[config.mk]
export PLATFORM = sky130hd
export DESIGN_NAME = mode_prog_decoder
export DESIGN_NICKNAME = d
export VERILOG_FILES = /design/src/rtl/mpd_pkg.sv /design/src/rtl/mpd_sd_timer.sv /design/src/rtl/mpd_txd_monitor.sv /design/src/rtl/mpd_mode_ctrl.sv /design/src/rtl/mode_prog_decoder.sv
export SDC_FILE = /design/constraint.sdc
export NUM_CORES = 1
export LEC_CHECK = 0
export CAP_MARGIN = 20
export CORE_MARGIN = 2
export CORE_UTILIZATION = 45
export DETAILED_ROUTE_END_ITERATION = 16
export PLACE_DENSITY = 0.74
export SKIP_LAST_GASP = 1
export SYNTH_ARGS = -nofsm -noshare
export SYNTH_HDL_FRONTEND = slang
export SYNTH_HIERARCHICAL = 1
export SYNTH_SLANG_ARGS = --single-unit
[constraint.sdc]
create_clock -name clk -period 1.65 [get_ports clk]
set_input_delay 0.4125 -clock clk [delete_from_list [all_inputs] [get_ports clk]]
set_output_delay 0.4125 -clock clk [all_outputs]
set_load 0.02 [all_outputs]
[src/rtl/mpd_pkg.sv]
package mpd_pkg;

  typedef enum logic [1:0] {
    MODE_SIR  = 2'd0,
    MODE_FAST = 2'd1,
    MODE_RC   = 2'd2
  } mode_e;

  typedef enum logic {
    ST_IDLE = 1'b0,
    ST_HOLD = 1'b1
  } ctrl_state_e;

endpackage

[src/rtl/mpd_sd_timer.sv]
module mpd_sd_timer #(
  parameter int SHDN_CYC = 3750,
  parameter int CNT_W    = 12
) (
  input  logic             clk,
  input  logic             rst_n,
  input  logic             sd,
  output logic             sd_rise,
  output logic             sd_fall,
  output logic             shdn_enter,
  output logic             shutdown,
  output logic [CNT_W-1:0] hi_len
);

  localparam logic [CNT_W-1:0] LIMIT = CNT_W'(SHDN_CYC);
  localparam logic [CNT_W-1:0] LAST  = CNT_W'(SHDN_CYC - 1);

  logic             sd_q;
  logic [CNT_W-1:0] hi_q, hi_d;
  logic             shdn_q, shdn_d;

  always_comb begin
    sd_rise    = sd & ~sd_q;
    sd_fall    = ~sd & sd_q;
    shdn_enter = sd && (hi_q == LAST);
    if (!sd)
      hi_d = '0;
    else if (hi_q == LIMIT)
      hi_d = hi_q;
    else
      hi_d = hi_q + 1'b1;
    shdn_d = sd & (shdn_q | shdn_enter);
  end

  always_ff @(posedge clk or negedge rst_n) begin
    if (!rst_n) begin
      sd_q   <= 1'b0;
      hi_q   <= '0;
      shdn_q <= 1'b0;
    end else begin
      sd_q   <= sd;
      hi_q   <= hi_d;
      shdn_q <= shdn_d;
    end
  end

  assign hi_len   = hi_q;
  assign shutdown = shdn_q;

endmodule

[src/rtl/mpd_txd_monitor.sv]
module mpd_txd_monitor #(
  parameter int SETUP_CYC    = 7,
  parameter int RC_DELAY_CYC = 25,
  parameter int RC_WIDTH_CYC = 25,
  parameter int CNT_W        = 12
) (
  input  logic             clk,
  input  logic             rst_n,
  input  logic             sd,
  input  logic             sd_rise,
  input  logic             txd_ir,
  input  logic [CNT_W-1:0] hi_len,
  output logic             setup_ok,
  output logic             rc_seen
);

  localparam int SU_W = $clog2(SETUP_CYC + 2);
  localparam int RC_W = $clog2(RC_WIDTH_CYC + 2);
  localparam logic [SU_W-1:0]  SU_MAX = SU_W'(SETUP_CYC);
  localparam logic [RC_W-1:0]  RW_MAX = RC_W'(RC_WIDTH_CYC);
  localparam logic [CNT_W-1:0] DLY    = CNT_W'(RC_DELAY_CYC);

  logic            tx_q;
  logic [SU_W-1:0] stab_q, stab_d;
  logic            arm_q, arm_d;
  logic [RC_W-1:0] rcnt_q, rcnt_d;
  logic            seen_q, seen_d;
  logic            tx_same, tx_up, tx_dn;

  // Run length of the current txd_ir level, saturating at the setup window.
  always_comb begin
    tx_same = (txd_ir == tx_q);
    tx_up   = txd_ir & ~tx_q;
    tx_dn   = ~txd_ir & tx_q;
    if (!tx_same)
      stab_d = SU_W'(1);
    else if (stab_q == SU_MAX)
      stab_d = stab_q;
    else
      stab_d = stab_q + 1'b1;
    setup_ok = tx_same && (stab_q >= SU_MAX);
  end

  // Remote-control request: late-starting, wide, completed txd_ir pulse.
  always_comb begin
    arm_d  = arm_q;
    rcnt_d = rcnt_q;
    seen_d = seen_q;
    if (sd_rise) begin
      arm_d  = 1'b0;
      rcnt_d = '0;
      seen_d = 1'b0;
    end else if (sd) begin
      if (tx_up && (hi_len >= DLY)) begin
        arm_d  = 1'b1;
        rcnt_d = RC_W'(1);
      end else if (arm_q && txd_ir) begin
        if (rcnt_q != RW_MAX)
          rcnt_d = rcnt_q + 1'b1;
      end else if (arm_q && tx_dn) begin
        arm_d = 1'b0;
        if (rcnt_q >= RW_MAX)
          seen_d = 1'b1;
      end
    end else begin
      arm_d  = 1'b0;
      rcnt_d = '0;
      seen_d = 1'b0;
    end
  end

  always_ff @(posedge clk or negedge rst_n) begin
    if (!rst_n) begin
      tx_q   <= 1'b0;
      stab_q <= '0;
      arm_q  <= 1'b0;
      rcnt_q <= '0;
      seen_q <= 1'b0;
    end else begin
      tx_q   <= txd_ir;
      stab_q <= stab_d;
      arm_q  <= arm_d;
      rcnt_q <= rcnt_d;
      seen_q <= seen_d;
    end
  end

  assign rc_seen = seen_q;

endmodule

[src/rtl/mpd_mode_ctrl.sv]
module mpd_mode_ctrl
  import mpd_pkg::*;
#(
  parameter int PROG_MAX_CYC = 625,
  parameter int SHDN_CYC     = 3750,
  parameter int HOLD_CYC     = 7,
  parameter int CNT_W        = 12
) (
  input  logic             clk,
  input  logic             rst_n,
  input  logic             sd_rise,
  input  logic             sd_fall,
  input  logic             shdn_enter,
  input  logic [CNT_W-1:0] hi_len,
  input  logic             setup_ok,
  input  logic             rc_seen,
  input  logic             txd_ir,
  output logic [1:0]       mode,
  output logic             timing_err
);

  localparam int HOLD_W = $clog2(HOLD_CYC + 1);
  localparam logic [HOLD_W-1:0] HOLD_LAST = HOLD_W'(HOLD_CYC - 1);
  localparam logic [CNT_W-1:0]  PROG_MAX  = CNT_W'(PROG_MAX_CYC);
  localparam logic [CNT_W-1:0]  SHDN_LEN  = CNT_W'(SHDN_CYC);

  ctrl_state_e       state_q, state_d;
  mode_e             mode_q, mode_d;
  logic              err_q, err_d;
  logic              cand_q, cand_d;
  logic [HOLD_W-1:0] hcnt_q, hcnt_d;

  always_comb begin
    state_d = state_q;
    mode_d  = mode_q;
    err_d   = err_q;
    cand_d  = cand_q;
    hcnt_d  = hcnt_q;
    if (sd_rise)
      err_d = 1'b0;
    unique case (state_q)
      ST_IDLE: begin
        if (sd_fall) begin
          if (hi_len >= SHDN_LEN) begin
            mode_d = mode_q;
          end else if (hi_len > PROG_MAX) begin
            err_d = 1'b1;
          end else if (rc_seen) begin
            mode_d = MODE_RC;
          end else if (!setup_ok) begin
            err_d = 1'b1;
          end else begin
            cand_d  = txd_ir;
            hcnt_d  = '0;
            state_d = ST_HOLD;
          end
        end
      end
      ST_HOLD: begin
        if (txd_ir != cand_q) begin
          err_d   = 1'b1;
          state_d = ST_IDLE;
        end else if (hcnt_q == HOLD_LAST) begin
          mode_d  = cand_q ? MODE_FAST : MODE_SIR;
          state_d = ST_IDLE;
        end else begin
          hcnt_d = hcnt_q + 1'b1;
        end
      end
      default: state_d = ST_IDLE;
    endcase
    if (shdn_enter) begin
      mode_d  = MODE_SIR;
      state_d = ST_IDLE;
    end
  end

  always_ff @(posedge clk or negedge rst_n) begin
    if (!rst_n) begin
      state_q <= ST_IDLE;
      mode_q  <= MODE_SIR;
      err_q   <= 1'b0;
      cand_q  <= 1'b0;
      hcnt_q  <= '0;
    end else begin
      state_q <= state_d;
      mode_q  <= mode_d;
      err_q   <= err_d;
      cand_q  <= cand_d;
      hcnt_q  <= hcnt_d;
    end
  end

  assign mode       = mode_q;
  assign timing_err = err_q;

endmodule

[src/rtl/mode_prog_decoder.sv]
module mode_prog_decoder #(
  parameter int CLK_PERIOD_PS = 8000,
  parameter int PROG_MAX_NS   = 5000,
  parameter int SHDN_NS       = 30000,
  parameter int SETUP_NS      = 50,
  parameter int HOLD_NS       = 50,
  parameter int RC_DELAY_NS   = 200,
  parameter int RC_WIDTH_NS   = 200
) (
  input  logic       clk,
  input  logic       rst_n,
  input  logic       sd,
  input  logic       txd_ir,
  output logic [1:0] mode,
  output logic       shutdown,
  output logic       timing_err
);

  // Maximum lengths round down, minimum lengths round up.
  localparam int PROG_MAX_CYC = (PROG_MAX_NS * 1000) / CLK_PERIOD_PS;
  localparam int SHDN_CYC     = (SHDN_NS * 1000 + CLK_PERIOD_PS - 1) / CLK_PERIOD_PS;
  localparam int SETUP_CYC    = (SETUP_NS * 1000 + CLK_PERIOD_PS - 1) / CLK_PERIOD_PS;
  localparam int HOLD_CYC     = (HOLD_NS * 1000 + CLK_PERIOD_PS - 1) / CLK_PERIOD_PS;
  localparam int RC_DELAY_CYC = (RC_DELAY_NS * 1000 + CLK_PERIOD_PS - 1) / CLK_PERIOD_PS;
  localparam int RC_WIDTH_CYC = (RC_WIDTH_NS * 1000 + CLK_PERIOD_PS - 1) / CLK_PERIOD_PS;
  localparam int CNT_W        = $clog2(SHDN_CYC + 1);

  logic             sd_rise, sd_fall, shdn_enter;
  logic [CNT_W-1:0] hi_len;
  logic             setup_ok, rc_seen;

  mpd_sd_timer #(
    .SHDN_CYC (SHDN_CYC),
    .CNT_W    (CNT_W)
  ) u_timer (
    .clk        (clk),
    .rst_n      (rst_n),
    .sd         (sd),
    .sd_rise    (sd_rise),
    .sd_fall    (sd_fall),
    .shdn_enter (shdn_enter),
    .shutdown   (shutdown),
    .hi_len     (hi_len)
  );

  mpd_txd_monitor #(
    .SETUP_CYC    (SETUP_CYC),
    .RC_DELAY_CYC (RC_DELAY_CYC),
    .RC_WIDTH_CYC (RC_WIDTH_CYC),
    .CNT_W        (CNT_W)
  ) u_txmon (
    .clk      (clk),
    .rst_n    (rst_n),
    .sd       (sd),
    .sd_rise  (sd_rise),
    .txd_ir   (txd_ir),
    .hi_len   (hi_len),
    .setup_ok (setup_ok),
    .rc_seen  (rc_seen)
  );

  mpd_mode_ctrl #(
    .PROG_MAX_CYC (PROG_MAX_CYC),
    .SHDN_CYC     (SHDN_CYC),
    .HOLD_CYC     (HOLD_CYC),
    .CNT_W        (CNT_W)
  ) u_ctrl (
    .clk        (clk),
    .rst_n      (rst_n),
    .sd_rise    (sd_rise),
    .sd_fall    (sd_fall),
    .shdn_enter (shdn_enter),
    .hi_len     (hi_len),
    .setup_ok   (setup_ok),
    .rc_seen    (rc_seen),
    .txd_ir     (txd_ir),
    .mode       (mode),
    .timing_err (timing_err)
  );

endmodule

==> reports/results.ini <==
[clock_network]
cts_tree=done
numCtsBuffers=5
cts.root.buffer_cell=clkbuf_8
ctsLongestPathBuffers=2
ctsHoldBuffers=0
cts.sinks=34
path_clk_slew_ns=0.07
clk-insertion-delay-late_ns=0.29
cts_max_level=2

[setup_path]
crit_path_max_incr_delay_ns=0.37
worstPathArrival_ns=1.79
crit_path_start_kind=flop
critical-path-top-delay-family=flip-flops
path_cells=ha_2, a21oi_1, buf_4, nor2b_4, nor2b_4, o2111ai_4, mux2_4
crit_buf_inv=1
slowest_stage=dfrtp_1
critPathKind=reg2reg
worst_path_most_repeated_cell=nor2b_4
cp_data_required_time_ns=1.82
cp-end-kind=flop
ff2ff_setup_slack_ns=0.03
cp_max_fo=5

[yosys]
synth-seq-area-share=0.4309
ys_seq_elements=34
synth_fp_nets=215
avgSynthCellArea_um2=9.823
synthTopCellsByCount=dfrtp_1 (34), nand2_1 (16), o21ai_0 (15), nand3_1 (14), a21oi_1 (12)
yosysUniqueCellTypes=49
synth_area_leaders=dfrtp_1 (43%), ha_1 (6.3%), o21ai_0 (3.8%)
synthFlopType=dfrtp_1
ys.warnings.count=6
synth_top_area_share=0.4309
ys_async_sr_fraction=1.000
syn-instance-count=201
synth_area_mm2=0.001974
yosysMostFrequentCell=dfrtp_1
synth.largest_area_cell=dfrtp_1
synth_edf_count=0

[timing]
fin_setup_tns_ns=0
slew_viol_final=0
min_period_ns=1.619
fin_skew_ns=0.002351
hold_slack_ns=0.4920
rsz0062_at_grt=yes
tightest_slew_ns=0.4013
worst_slack_ns=0.03109
fmax_ghz=0.6177
hold_violations=0
fin_crit_sh=0.9812
relSlewSlack=0.7300
setup_violations=0

[global_route]
met2_usage=0.3040
grt_pass1_vias=1663
grt_pass1_wl_um=7714
overflow=0
grt_max_degree=35
track_usage=0.1959
grt-busiest-layer=met2
antenna_found_initial=0
use_met3=0.03030
grtUsageMet1=0.2674

[power_and_ir_drop]
leakagePower_nw=1.077
ir_drop_mv=0.3135
p_total_mw=1.975
p_per_area_mw_per_mm2=791.7

[final_layout]
final-instance-count-excl-fill=297
synthToLayoutAreaGrowth_pct=26.36
drive_above_1_share=0.2490
finish.utilization=0.5810
stdcell_area_mm2=0.002495
n_antenna_cell=0
nets=258

[die]
die_y_um=70.24
rows=24
die-area_mm2=0.004934
initial_core_util=0.4598
die_w_um=70.24
pin_count=8
core_mm2=0.004294

[routing]
drc=0
drt_iter0_drc=93
wl_um=4440
wl_per_cell_um=14.95
ant_nets=0
first_pass_iters=4
vias=1711
viasPerCell=5.761

[placed_design]
dpl.hpwl_um=3234
pre_cts_ws_ns=-0.4951
dp.cells=288
gp_congestion=0.8811
dpl_cell_area_mm2=0.002387
port_buffers=7

[run]
drv_cap=0

[run_status]
status=completed

[worst_hold_path]
min_path_type=reg2reg

state kept, by name (all words and copies together), names as in the netlist:
register           cells
u_ctrl/timing_err      1
u_ctrl/mode            2
u_txmon/stab_q         4
u_ctrl/hcnt_q          3
u_timer/sd_q           1
u_timer/shutdown       1
u_txmon/arm_q          1
u_ctrl/cand_q          1
u_ctrl/state_q         1
u_txmon/rc_seen        1
u_txmon/tx_q           1
u_txmon/rcnt_q         5
u_timer/hi_len        12
worst reg2reg max path, delay by kind of cell (launching register included):
family / cells / cell delay (ns)
AND/OR/NAND/NOR: 2 / 0.26
adder cells (fa/ha/maj): 1 / 0.19
buffers and inverters: 1 / 0.15
multiplexers: 1 / 0.33
AO/OA/AOI/OAI: 2 / 0.20
flip-flops: 1 / 0.37
final cells by class:
type	instances	area (um2)
Sequential cell	34	852.1
Clock inverter	1	5.005
Fill cell	386	1799
Clock buffer	7	86.33
Timing Repair Buffer	40	322.8
Inverter	10	40.04
Multi-Input combinational cell	153	1124
Tap cell	52	65.06
cells by family (layout without fill, tap and decap cells):
| kind of cell | after synthesis | after routing | synth area share |
|---|---|---|---|
| fa+ha+maj | 10 | 10 | 0.06337 |
| buf+inv | 14 | 58 | 0.02788 |
| mux | 6 | 6 | 0.03295 |
| simple gates | 82 | 82 | 0.2522 |
| xor+xnor | 5 | 5 | 0.02218 |
| compound gates | 50 | 50 | 0.1705 |
| flops | 34 | 34 | 0.4309 |
repair_timing:
action | CTS | global route
resized for setup | 7 | 3
pin swaps | 2 | 1
endpoints found under the setup margin | 12 | 5
buffers inserted | 0 | 1
cell usage in the layout (no fill, tap or decap), types with 5 or more instances in the layout:
cell and instances:
dlygate4sd2_1 6, inv_1 8, ha_1 8, o21ai_0 15
nand2_1 16, mux2i_1 5, or3_1 7, nand3_1 14
nor3_1 5, clkbuf_8 6, a21oi_1 12, buf_4 32
dfrtp_1 33, nor2_1 5
path summary, 6_finish.rpt:
path                              startpoint                 end  cells after the start
setup / recovery           u_txmon/stab_q[0]       u_ctrl/cand_q                      7
hold / removal              u_timer/shutdown    u_timer/shutdown                      1
setup reg to reg           u_txmon/stab_q[0]       u_ctrl/cand_q                      7
hold reg to reg             u_timer/shutdown    u_timer/shutdown                      1
max in group asynchronous              rst_n  u_timer/hi_len[10]                      2
min in group asynchronous              rst_n    u_ctrl/hcnt_q[2]                      2
report_power, final:
part           total [mW]  leakage (nW)  internal, mW  switching (mW)
clock network       0.629        0.0482         0.336           0.293
registers           0.968         0.451         0.900          0.0676
logic               0.378         0.577         0.194           0.185
total                1.98          1.08          1.43           0.545
routing by layer:
| layer | up-vias | part of all wire | wire [um] |
|---|---|---|---|
| li1 | 843 | - | - |
| met4 | 0 | 0.023 | 103 |
| met3 | 7 | 0.028 | 124 |
| met1 | 829 | 0.47 | 2075 |
| met2 | 32 | 0.48 | 2137 |
| met5 | - | 0 | 0 |
Power figures use the tool's default switching activity.
